**src/rtl/orth_ilv_pkg.sv**
```systemverilog
package orth_ilv_pkg;
  typedef enum logic [1:0] {
    ST_IDLE = 2'd0,
    ST_FILL = 2'd1,
    ST_READ = 2'd2
  } ilv_state_e;

  localparam logic TBL_BLOCK  = 1'b0;
  localparam logic TBL_WINDOW = 1'b1;
  localparam int   RAIL_RE    = 0;
  localparam int   RAIL_IM    = 1;
endpackage

```
**src/rtl/ilv_perm_tables.sv**
```systemverilog
module ilv_perm_tables
  import orth_ilv_pkg::*;
#(
  parameter int NRB   = 16,
  parameter int RB_W  = 4,
  parameter int WIN_Q = 16,
  parameter int Q_B   = 4,
  parameter int CFG_W = 4
) (
  input  logic                        clk_i,
  input  logic                        rst_ni,
  input  logic                        we_i,
  input  logic                        sel_i,
  input  logic [CFG_W-1:0]            addr_i,
  input  logic [CFG_W-1:0]            data_i,
  input  logic                        refresh_i,
  output logic [NRB-1:0][RB_W-1:0]    blk_fwd_o,
  output logic [NRB-1:0][RB_W-1:0]    blk_inv_o,
  output logic [WIN_Q-1:0][Q_B-1:0]   win_fwd_o,
  output logic [WIN_Q-1:0][Q_B-1:0]   win_inv_o
);
  // staging copy takes writes at any time; working copy follows it only between packets
  logic [NRB-1:0][RB_W-1:0]  stg_bf, stg_bi;
  logic [WIN_Q-1:0][Q_B-1:0] stg_wf, stg_wi;

  logic [RB_W-1:0] b_addr, b_data;
  logic [Q_B-1:0]  w_addr, w_data;

  assign b_addr = addr_i[RB_W-1:0];
  assign b_data = data_i[RB_W-1:0];
  assign w_addr = addr_i[Q_B-1:0];
  assign w_data = data_i[Q_B-1:0];

  always_ff @(posedge clk_i or negedge rst_ni) begin
    if (!rst_ni) begin
      for (int i = 0; i < NRB; i++) begin
        stg_bf[i] <= RB_W'(i);
        stg_bi[i] <= RB_W'(i);
      end
      for (int i = 0; i < WIN_Q; i++) begin
        stg_wf[i] <= Q_B'(i);
        stg_wi[i] <= Q_B'(i);
      end
    end else if (we_i) begin
      if (sel_i == TBL_BLOCK) begin
        stg_bf[b_addr] <= b_data;
        stg_bi[b_data] <= b_addr;
      end else begin
        stg_wf[w_addr] <= w_data;
        stg_wi[w_data] <= w_addr;
      end
    end
  end

  always_ff @(posedge clk_i or negedge rst_ni) begin
    if (!rst_ni) begin
      for (int i = 0; i < NRB; i++) begin
        blk_fwd_o[i] <= RB_W'(i);
        blk_inv_o[i] <= RB_W'(i);
      end
      for (int i = 0; i < WIN_Q; i++) begin
        win_fwd_o[i] <= Q_B'(i);
        win_inv_o[i] <= Q_B'(i);
      end
    end else if (refresh_i) begin
      blk_fwd_o <= stg_bf;
      blk_inv_o <= stg_bi;
      win_fwd_o <= stg_wf;
      win_inv_o <= stg_wi;
    end
  end
endmodule

```
**src/rtl/ilv_pkt_buf.sv**
```systemverilog
module ilv_pkt_buf #(
  parameter int DEPTH = 32,
  parameter int AW    = 5,
  parameter int DW    = 16
) (
  input  logic                  clk_i,
  input  logic                  we_i,
  input  logic [AW-1:0]         wr_addr_i,
  input  logic [DW-1:0]         wr_data_i,
  input  logic [1:0][AW-1:0]    rd_addr_i,
  output logic [1:0][DW-1:0]    rd_data_o
);
  logic [DW-1:0] mem [DEPTH];

  always_ff @(posedge clk_i) begin
    if (we_i) mem[wr_addr_i] <= wr_data_i;
  end

  // one read port per output rail: the two rails may come from different chips
  for (genvar p = 0; p < 2; p++) begin : g_rd
    assign rd_data_o[p] = mem[rd_addr_i[p]];
  end
endmodule

```
**src/rtl/ilv_addr_gen.sv**
```systemverilog
module ilv_addr_gen #(
  parameter int N_W   = 5,
  parameter int L_B   = 2,
  parameter int Q_B   = 4,
  parameter int RB_W  = 4,
  parameter int NRB   = 16,
  parameter int WIN_Q = 16
) (
  input  logic [N_W-1:0]              idx_i,
  input  logic                        inv_i,
  input  logic [NRB-1:0][RB_W-1:0]    blk_fwd_i,
  input  logic [NRB-1:0][RB_W-1:0]    blk_inv_i,
  input  logic [WIN_Q-1:0][Q_B-1:0]   win_fwd_i,
  input  logic [WIN_Q-1:0][Q_B-1:0]   win_inv_i,
  output logic [1:0][N_W-1:0]         addr_o,
  output logic [1:0]                  rail_o
);
  localparam logic [N_W-1:0] L_MASK = N_W'((1 << L_B) - 1);
  localparam logic [N_W-1:0] Q_MASK = N_W'((1 << Q_B) - 1);

  // forward: undo the window stage first, then locate the block
  logic [N_W-1:0] t_fwd, bi_fwd, k_fwd;
  // inverse: locate the block first, then the window position
  logic [N_W-1:0] bi_inv, k_inv;

  always_comb begin
    t_fwd  = (idx_i & ~Q_MASK) | N_W'(win_fwd_i[idx_i[Q_B-1:0]]);
    bi_fwd = t_fwd >> L_B;
    k_fwd  = t_fwd & L_MASK;
    bi_inv = idx_i >> L_B;
    k_inv  = idx_i & L_MASK;
  end

  for (genvar r = 0; r < 2; r++) begin : g_rail
    localparam logic [N_W-1:0] RSEL = N_W'(r);
    logic [RB_W-1:0] rb_fwd, rb_inv, s_fwd, p_inv;
    logic [N_W-1:0]  s_ext, p_ext, a_fwd, t_inv, a_inv;

    always_comb begin
      rb_fwd = RB_W'((bi_fwd << 1) | RSEL);
      s_fwd  = blk_fwd_i[rb_fwd];
      s_ext  = N_W'(s_fwd);
      a_fwd  = ((s_ext >> 1) << L_B) | k_fwd;

      rb_inv = RB_W'((bi_inv << 1) | RSEL);
      p_inv  = blk_inv_i[rb_inv];
      p_ext  = N_W'(p_inv);
      t_inv  = ((p_ext >> 1) << L_B) | k_inv;
      a_inv  = (t_inv & ~Q_MASK) | N_W'(win_inv_i[t_inv[Q_B-1:0]]);

      addr_o[r] = inv_i ? a_inv : a_fwd;
      rail_o[r] = inv_i ? p_inv[0] : s_fwd[0];
    end
  end
endmodule

```
**src/rtl/orth_chip_interleaver.sv**
```systemverilog
module orth_chip_interleaver
  import orth_ilv_pkg::*;
#(
  parameter int DATA_W  = 8,
  parameter int BLK_L   = 4,
  parameter int WIN_Q   = 16,
  parameter int NUM_WIN = 2,
  localparam int N_CHIP = WIN_Q * NUM_WIN,
  localparam int N_W    = $clog2(N_CHIP),
  localparam int L_B    = $clog2(BLK_L),
  localparam int Q_B    = $clog2(WIN_Q),
  localparam int NRB    = 2 * N_CHIP / BLK_L,
  localparam int RB_W   = $clog2(NRB),
  localparam int CFG_W  = (RB_W > Q_B) ? RB_W : Q_B
) (
  input  logic              clk_i,
  input  logic              rst_ni,
  input  logic              in_valid_i,
  input  logic [DATA_W-1:0] in_re_i,
  input  logic [DATA_W-1:0] in_im_i,
  output logic              busy_o,
  input  logic              deint_i,
  input  logic              cfg_we_i,
  input  logic              cfg_sel_i,
  input  logic [CFG_W-1:0]  cfg_addr_i,
  input  logic [CFG_W-1:0]  cfg_data_i,
  output logic              out_valid_o,
  output logic              out_last_o,
  output logic [DATA_W-1:0] out_re_o,
  output logic [DATA_W-1:0] out_im_o
);
  localparam logic [N_W-1:0] LAST_IDX = N_W'(N_CHIP - 1);
  localparam int             DW2      = 2 * DATA_W;

  ilv_state_e state_q;
  logic [N_W-1:0] wr_cnt_q, rd_cnt_q;
  logic           mode_q;
  logic           accept, refresh;

  logic [NRB-1:0][RB_W-1:0]  blk_fwd, blk_inv;
  logic [WIN_Q-1:0][Q_B-1:0] win_fwd, win_inv;
  logic [1:0][N_W-1:0]       rd_addr;
  logic [1:0]                rd_rail;
  logic [1:0][DW2-1:0]       rd_word;
  logic [1:0][DATA_W-1:0]    rail_val;

  assign accept  = in_valid_i && (state_q != ST_READ);
  assign refresh = (state_q == ST_IDLE);
  assign busy_o  = (state_q == ST_READ);

  ilv_perm_tables #(
    .NRB(NRB), .RB_W(RB_W), .WIN_Q(WIN_Q), .Q_B(Q_B), .CFG_W(CFG_W)
  ) u_tables (
    .clk_i     (clk_i),
    .rst_ni    (rst_ni),
    .we_i      (cfg_we_i),
    .sel_i     (cfg_sel_i),
    .addr_i    (cfg_addr_i),
    .data_i    (cfg_data_i),
    .refresh_i (refresh),
    .blk_fwd_o (blk_fwd),
    .blk_inv_o (blk_inv),
    .win_fwd_o (win_fwd),
    .win_inv_o (win_inv)
  );

  ilv_pkt_buf #(.DEPTH(N_CHIP), .AW(N_W), .DW(DW2)) u_buf (
    .clk_i     (clk_i),
    .we_i      (accept),
    .wr_addr_i (wr_cnt_q),
    .wr_data_i ({in_re_i, in_im_i}),
    .rd_addr_i (rd_addr),
    .rd_data_o (rd_word)
  );

  ilv_addr_gen #(
    .N_W(N_W), .L_B(L_B), .Q_B(Q_B), .RB_W(RB_W), .NRB(NRB), .WIN_Q(WIN_Q)
  ) u_addr (
    .idx_i     (rd_cnt_q),
    .inv_i     (mode_q),
    .blk_fwd_i (blk_fwd),
    .blk_inv_i (blk_inv),
    .win_fwd_i (win_fwd),
    .win_inv_i (win_inv),
    .addr_o    (rd_addr),
    .rail_o    (rd_rail)
  );

  // buffer word is {re, im}; rail bit 1 picks the imaginary half
  for (genvar r = 0; r < 2; r++) begin : g_sel
    assign rail_val[r] = rd_rail[r] ? rd_word[r][DATA_W-1:0] : rd_word[r][DW2-1:DATA_W];
  end

  always_ff @(posedge clk_i or negedge rst_ni) begin
    if (!rst_ni) begin
      state_q  <= ST_IDLE;
      wr_cnt_q <= '0;
      rd_cnt_q <= '0;
      mode_q   <= 1'b0;
    end else begin
      unique case (state_q)
        ST_IDLE, ST_FILL: begin
          if (accept) begin
            if (wr_cnt_q == LAST_IDX) begin
              state_q  <= ST_READ;
              wr_cnt_q <= '0;
              rd_cnt_q <= '0;
              mode_q   <= deint_i;
            end else begin
              state_q  <= ST_FILL;
              wr_cnt_q <= wr_cnt_q + 1'b1;
            end
          end
        end
        ST_READ: begin
          rd_cnt_q <= rd_cnt_q + 1'b1;
          if (rd_cnt_q == LAST_IDX) state_q <= ST_IDLE;
        end
        default: state_q <= ST_IDLE;
      endcase
    end
  end

  always_ff @(posedge clk_i or negedge rst_ni) begin
    if (!rst_ni) begin
      out_valid_o <= 1'b0;
      out_last_o  <= 1'b0;
      out_re_o    <= '0;
      out_im_o    <= '0;
    end else begin
      out_valid_o <= busy_o;
      out_last_o  <= busy_o && (rd_cnt_q == LAST_IDX);
      if (busy_o) begin
        out_re_o <= rail_val[RAIL_RE];
        out_im_o <= rail_val[RAIL_IM];
      end
    end
  end
endmodule

```
**config.mk**
```make
export PLATFORM = sky130hd
export DESIGN_NAME = orth_chip_interleaver
export DESIGN_NICKNAME = d
export VERILOG_FILES = /design/src/rtl/orth_ilv_pkg.sv /design/src/rtl/ilv_perm_tables.sv /design/src/rtl/ilv_pkt_buf.sv /design/src/rtl/ilv_addr_gen.sv /design/src/rtl/orth_chip_interleaver.sv
export SDC_FILE = /design/constraint.sdc
export NUM_CORES = 2
export LEC_CHECK = 0
export ABC_AREA = 1
export BUFFER_PORTS_ARGS = -buffer_cell sky130_fd_sc_hd__buf_2
export CAP_MARGIN = 20
export CORE_MARGIN = 5
export CORE_UTILIZATION = 60
export DETAILED_ROUTE_END_ITERATION = 10
export GPL_TIMING_DRIVEN = 0
export PLACE_DENSITY = 0.76
export SYNTH_ARGS = -nofsm -noshare
export SYNTH_HDL_FRONTEND = slang
export SYNTH_HIERARCHICAL = 1
export SYNTH_SLANG_ARGS = --single-unit
```
**constraint.sdc**
```tcl
create_clock -name clk_i -period 3.7 [get_ports clk_i]
set_input_delay 0.37 -clock clk_i [delete_from_list [all_inputs] [get_ports clk_i]]
set_output_delay 0.37 -clock clk_i [all_outputs]
set_load 0.005 [all_outputs]
```
==> parameters.txt <==
Parameter                              Value

Outcome
  Result of the run    finished with violations
  Failing checks    negative setup slack

Clock tree
  TritonCTS sink count    1055
  Clock tree from TritonCTS    yes
  # H-tree levels    3
  Clock latency on the worst-skew pair    about 0.7 ns
  Worst-case clock buffer depth    3
  Clock buffers created by TritonCTS    roughly 110
  Clock-pin transition on the worst setup and hold timing paths    roughly 0.060 ns
  Library cell used as clock root buffer    sky130_fd_sc_hd__clkbuf_16

GRT
  Number of global-route vias before repair    between 40000 and 50000
  Global-route wire length before repair    277000 microns
  Overflow left after global routing    0
  Global-route usage over all layers    between 40% and 50%
  Initial antenna violation count    1
  Maximum number of pins on one net before global-route repair    about 130

Setup path
  Arrival time at the worst endpoint    roughly 4.3 ns
  Crit Path Class    flop to flop
  Type of element launching the critical path    flop
  Start point of the critical path    rd_cnt_q[0]
  Element type at the critical path end    flop
  Data required time of the worst path    roughly 4.3 ns
  Maximum fanout along the worst path    10
  R2R Path Start    rd_cnt_q[0]

Synthesis
  Post-synth EDFFs    512
  Number of synthesized register bits    between 1000 and 1500
  Synth cell types    42
  Mapped cell area    slightly above 50000 sq um
  Proportion of register bits with asynchronous set or reset after synthesis    around half
  Share of the synthesized area in the top cell type    around 30%
  Area contributors post-synth    sky130_fd_sc_hd__edfxtp_1 30%, sky130_fd_sc_hd__nand2_1 16%, sky130_fd_sc_hd__dfrtp_1 14%
  Ys Warns    6
  Most common flop cell mapped by yosys    sky130_fd_sc_hd__edfxtp_1
  Portion of the post-synthesis area used by sequential elements    between 50% and 60%
  Cell count after synthesis    ~5500
  Library cell with the highest instance count after synthesis    sky130_fd_sc_hd__nand2_1
  Mean post-synth cell area    ~9.3 sq um
  Net count of the mapped netlist    roughly 5600
  Leading post-synthesis cells by instance count    2189 x sky130_fd_sc_hd__nand2_1, 1160 x sky130_fd_sc_hd__nand3_1, 512 x sky130_fd_sc_hd__edfxtp_1, 287 x sky130_fd_sc_hd__dfrtp_1
  Yosys top cell by area    sky130_fd_sc_hd__edfxtp_1

Pwr
  Maximum VDD drop    0.000536 V
  Total Power    around 46 mW
  Leak    between 20 and 30 nW
  Cell Pwr Density    slightly below 800 nW/um^2

Final layout
  Post-Layout Cell Count    about 7000
  Final core utilization    69.6%
  Layout overhead on the synthesized area    15.2%
  Total number of nets in the final design    5782
  Proportion of layout cells with a drive suffix above 1    approximately 23%
  Post-Layout Inst Area    59100 sq um

Timing
  Final hold violation count    0
  Transition at the pin with the smallest max-transition slack    between 1 and 1.5 ns
  Final number of setup-violating endpoints    1
  Period Utilization, post-route    100%
  Maximum clock skew at final layout    ~0.053 ns
  Slew Limit Fails    0
  RSZ-0062 raised after global routing    true
  Final Critical Period    roughly 3.7 ns
  Relative max-transition margin    28.9%
  Accumulated negative setup slack    -0.0101 ns
  Setup slack after layout    -0.0101 ns
  Fmax    0.270 GHz

Floorplan
  Floorplan core area    about 85000 sq um
  Area of the die    91500 sq um
  Chip Height    303 microns
  Horizontal die dimension    303 microns
  Number of core rows    roughly 110
  Ports placed on the boundary    around 50
  Starting Density    about 60%

Place
  Placement Cell Area    around 54000 sq um
  IO Port Bufs    40
  Placed cells    between 6000 and 7000
  Hpwl dp    about 130000 microns
  Final Wtd Congestion    around 1.0

Drt
  Antenna Violating Nets Remaining    0
  Number of design-rule violations left by the first detailed-router iteration    about 6500
  Vias/cell    ~6.4
  Sum of routed wire length over all layers    around 190000 microns
  Wire length per cell    roughly 28 microns
  DRC violation count after routing    0
  Length of the first detailed-routing pass in iterations    9
  Vias post-DR    approximately 44000

Hold path
  Launch instance of the worst min-delay path    cfg_addr_i[2]
  Class of the most critical hold timing path    input pin to flop

Run
  Max capacitance violation total    0
sequential cells by signal, summed over array words and instances (netlist names), 64 cells and up:
signal	count
u_buf/mem	512
u_tables/blk_fwd_o	64
u_tables/blk_inv_o	64
u_tables/stg_bf	64
u_tables/stg_bi	64
u_tables/stg_wf	64
u_tables/stg_wi	64
u_tables/win_fwd_o	64
u_tables/win_inv_o	64
where the power goes:
part	switching, mW	leakage (nW)	total (mW)	internal, mW
clock	4.71	1.72	10.9	6.17
combinational	13.5	13.0	19.8	6.25
sequential	0.927	11.0	15.3	14.3
metrics by stage:
stage	setup slack [ns]	hold slack (ns)
floorplan	0.986	0.0744
global placement	-8.51	0.448
detailed placement	-1.05	0.166
CTS	-0.0248	0.00480
global route	-0.0912	0.0206
finish	-0.0101	0.0451
critical path, stage by stage, from the launching register on:
cell and delay, ns:
sky130_fd_sc_hd__dfrtp_2 0.47, sky130_fd_sc_hd__buf_8 0.17, sky130_fd_sc_hd__buf_6 0.15, sky130_fd_sc_hd__buf_12 0.15
sky130_fd_sc_hd__buf_8 0.15, sky130_fd_sc_hd__o21ai_0 0.19, sky130_fd_sc_hd__o221ai_1 0.14, sky130_fd_sc_hd__o211ai_1 0.13
sky130_fd_sc_hd__nand2_1 0.10, sky130_fd_sc_hd__nand2_2 0.13, sky130_fd_sc_hd__nand2_4 0.11, sky130_fd_sc_hd__buf_12 0.17
sky130_fd_sc_hd__inv_6 0.08, sky130_fd_sc_hd__buf_12 0.18, sky130_fd_sc_hd__buf_6 0.23, sky130_fd_sc_hd__nand2_1 0.08
sky130_fd_sc_hd__nand3_1 0.07, sky130_fd_sc_hd__nand3_1 0.22, sky130_fd_sc_hd__nand2_1 0.14, sky130_fd_sc_hd__nand2_1 0.05
sky130_fd_sc_hd__nand2_1 0.10, sky130_fd_sc_hd__nand2_1 0.06, sky130_fd_sc_hd__nand2_1 0.12, sky130_fd_sc_hd__a21oi_1 0.09
sky130_fd_sc_hd__a21oi_2 0.13
routing by layer:
metal / GRT usage, % / wire [microns]
met3: 10.1 / 24500
met1: 53.3 / 67900
met2: 64.3 / 86100
met5: 0 / 12
met4: 24.3 / 14100
timing repair:
action                                 in CTS  in global routing
gates resized for setup                   212                283
cloned                                      0                  5
endpoints found under the hold margin     129                  0
hold buffers                                8                  0
setup endpoints to repair                  16                 16
pin swaps                                   3                 15
setup buffers                               4                 12
area by class of cell:
type / count / area, sq um
Timing Repair Buffer: 104 / 1180
Multi-Input combinational cell: 4010 / 19900
Fill cell: 6522 / 25900
Antenna cell: 2 / 5.00
Inverter: 105 / 462
Clock buffer: 152 / 3050
Tap cell: 1144 / 1430
Buffer: 363 / 3340
Clock inverter: 49 / 490
Sequential cell: 1055 / 29300
path summary, 6_finish.rpt:
path                       cells past startpoint                  end  slack [ns]
min in group asynchronous                      2  u_tables/stg_wi[45]        0.20
min                                            3  u_tables/stg_wi[50]        0.05
max                                           24          out_im_o[3]       -0.01
min reg2reg                                    2  u_tables/stg_wi[62]        0.46
max in group asynchronous                      5  u_tables/stg_bf[17]        1.96
max reg2reg                                   24          out_im_o[3]       -0.01
cell families (layout without fill, tap and decap cells):
group           Yosys count  after routing  share of synthesized area, %
flops                  1055           1055                          57.0
other cells               0              2                             0
fa+ha+maj                 5              5                         0.122
simple gates           3586           3586                          29.8
compound gates          163            163                          1.88
buf+inv                 472            773                          5.59
mux                     256            256                          5.61
layout by cell type (no fill, tap or decap), drive strengths merged:
| cell type | n |
|---|---|
| clkinvlp | 6 |
| a32o | 6 |
| inv | 100 |
| nand4 | 33 |
| mux2 | 256 |
| edfxtp | 512 |
| bufinv | 6 |
| o22ai | 18 |
| o31ai | 1 |
| ha | 5 |
| clkbuf | 212 |
| nor2 | 166 |
| o211ai | 13 |
| buf | 399 |
| dfrtp | 287 |
| a21oi | 41 |
| or2 | 1 |
| dfstp | 256 |
| nand2 | 2198 |
| o21ai | 75 |
| clkinv | 42 |
| o221ai | 9 |
| dlygate4sd3 | 8 |
| nand3 | 1165 |
| diode | 2 |
| nand3b | 23 |
(Power assumes the default switching activity.)
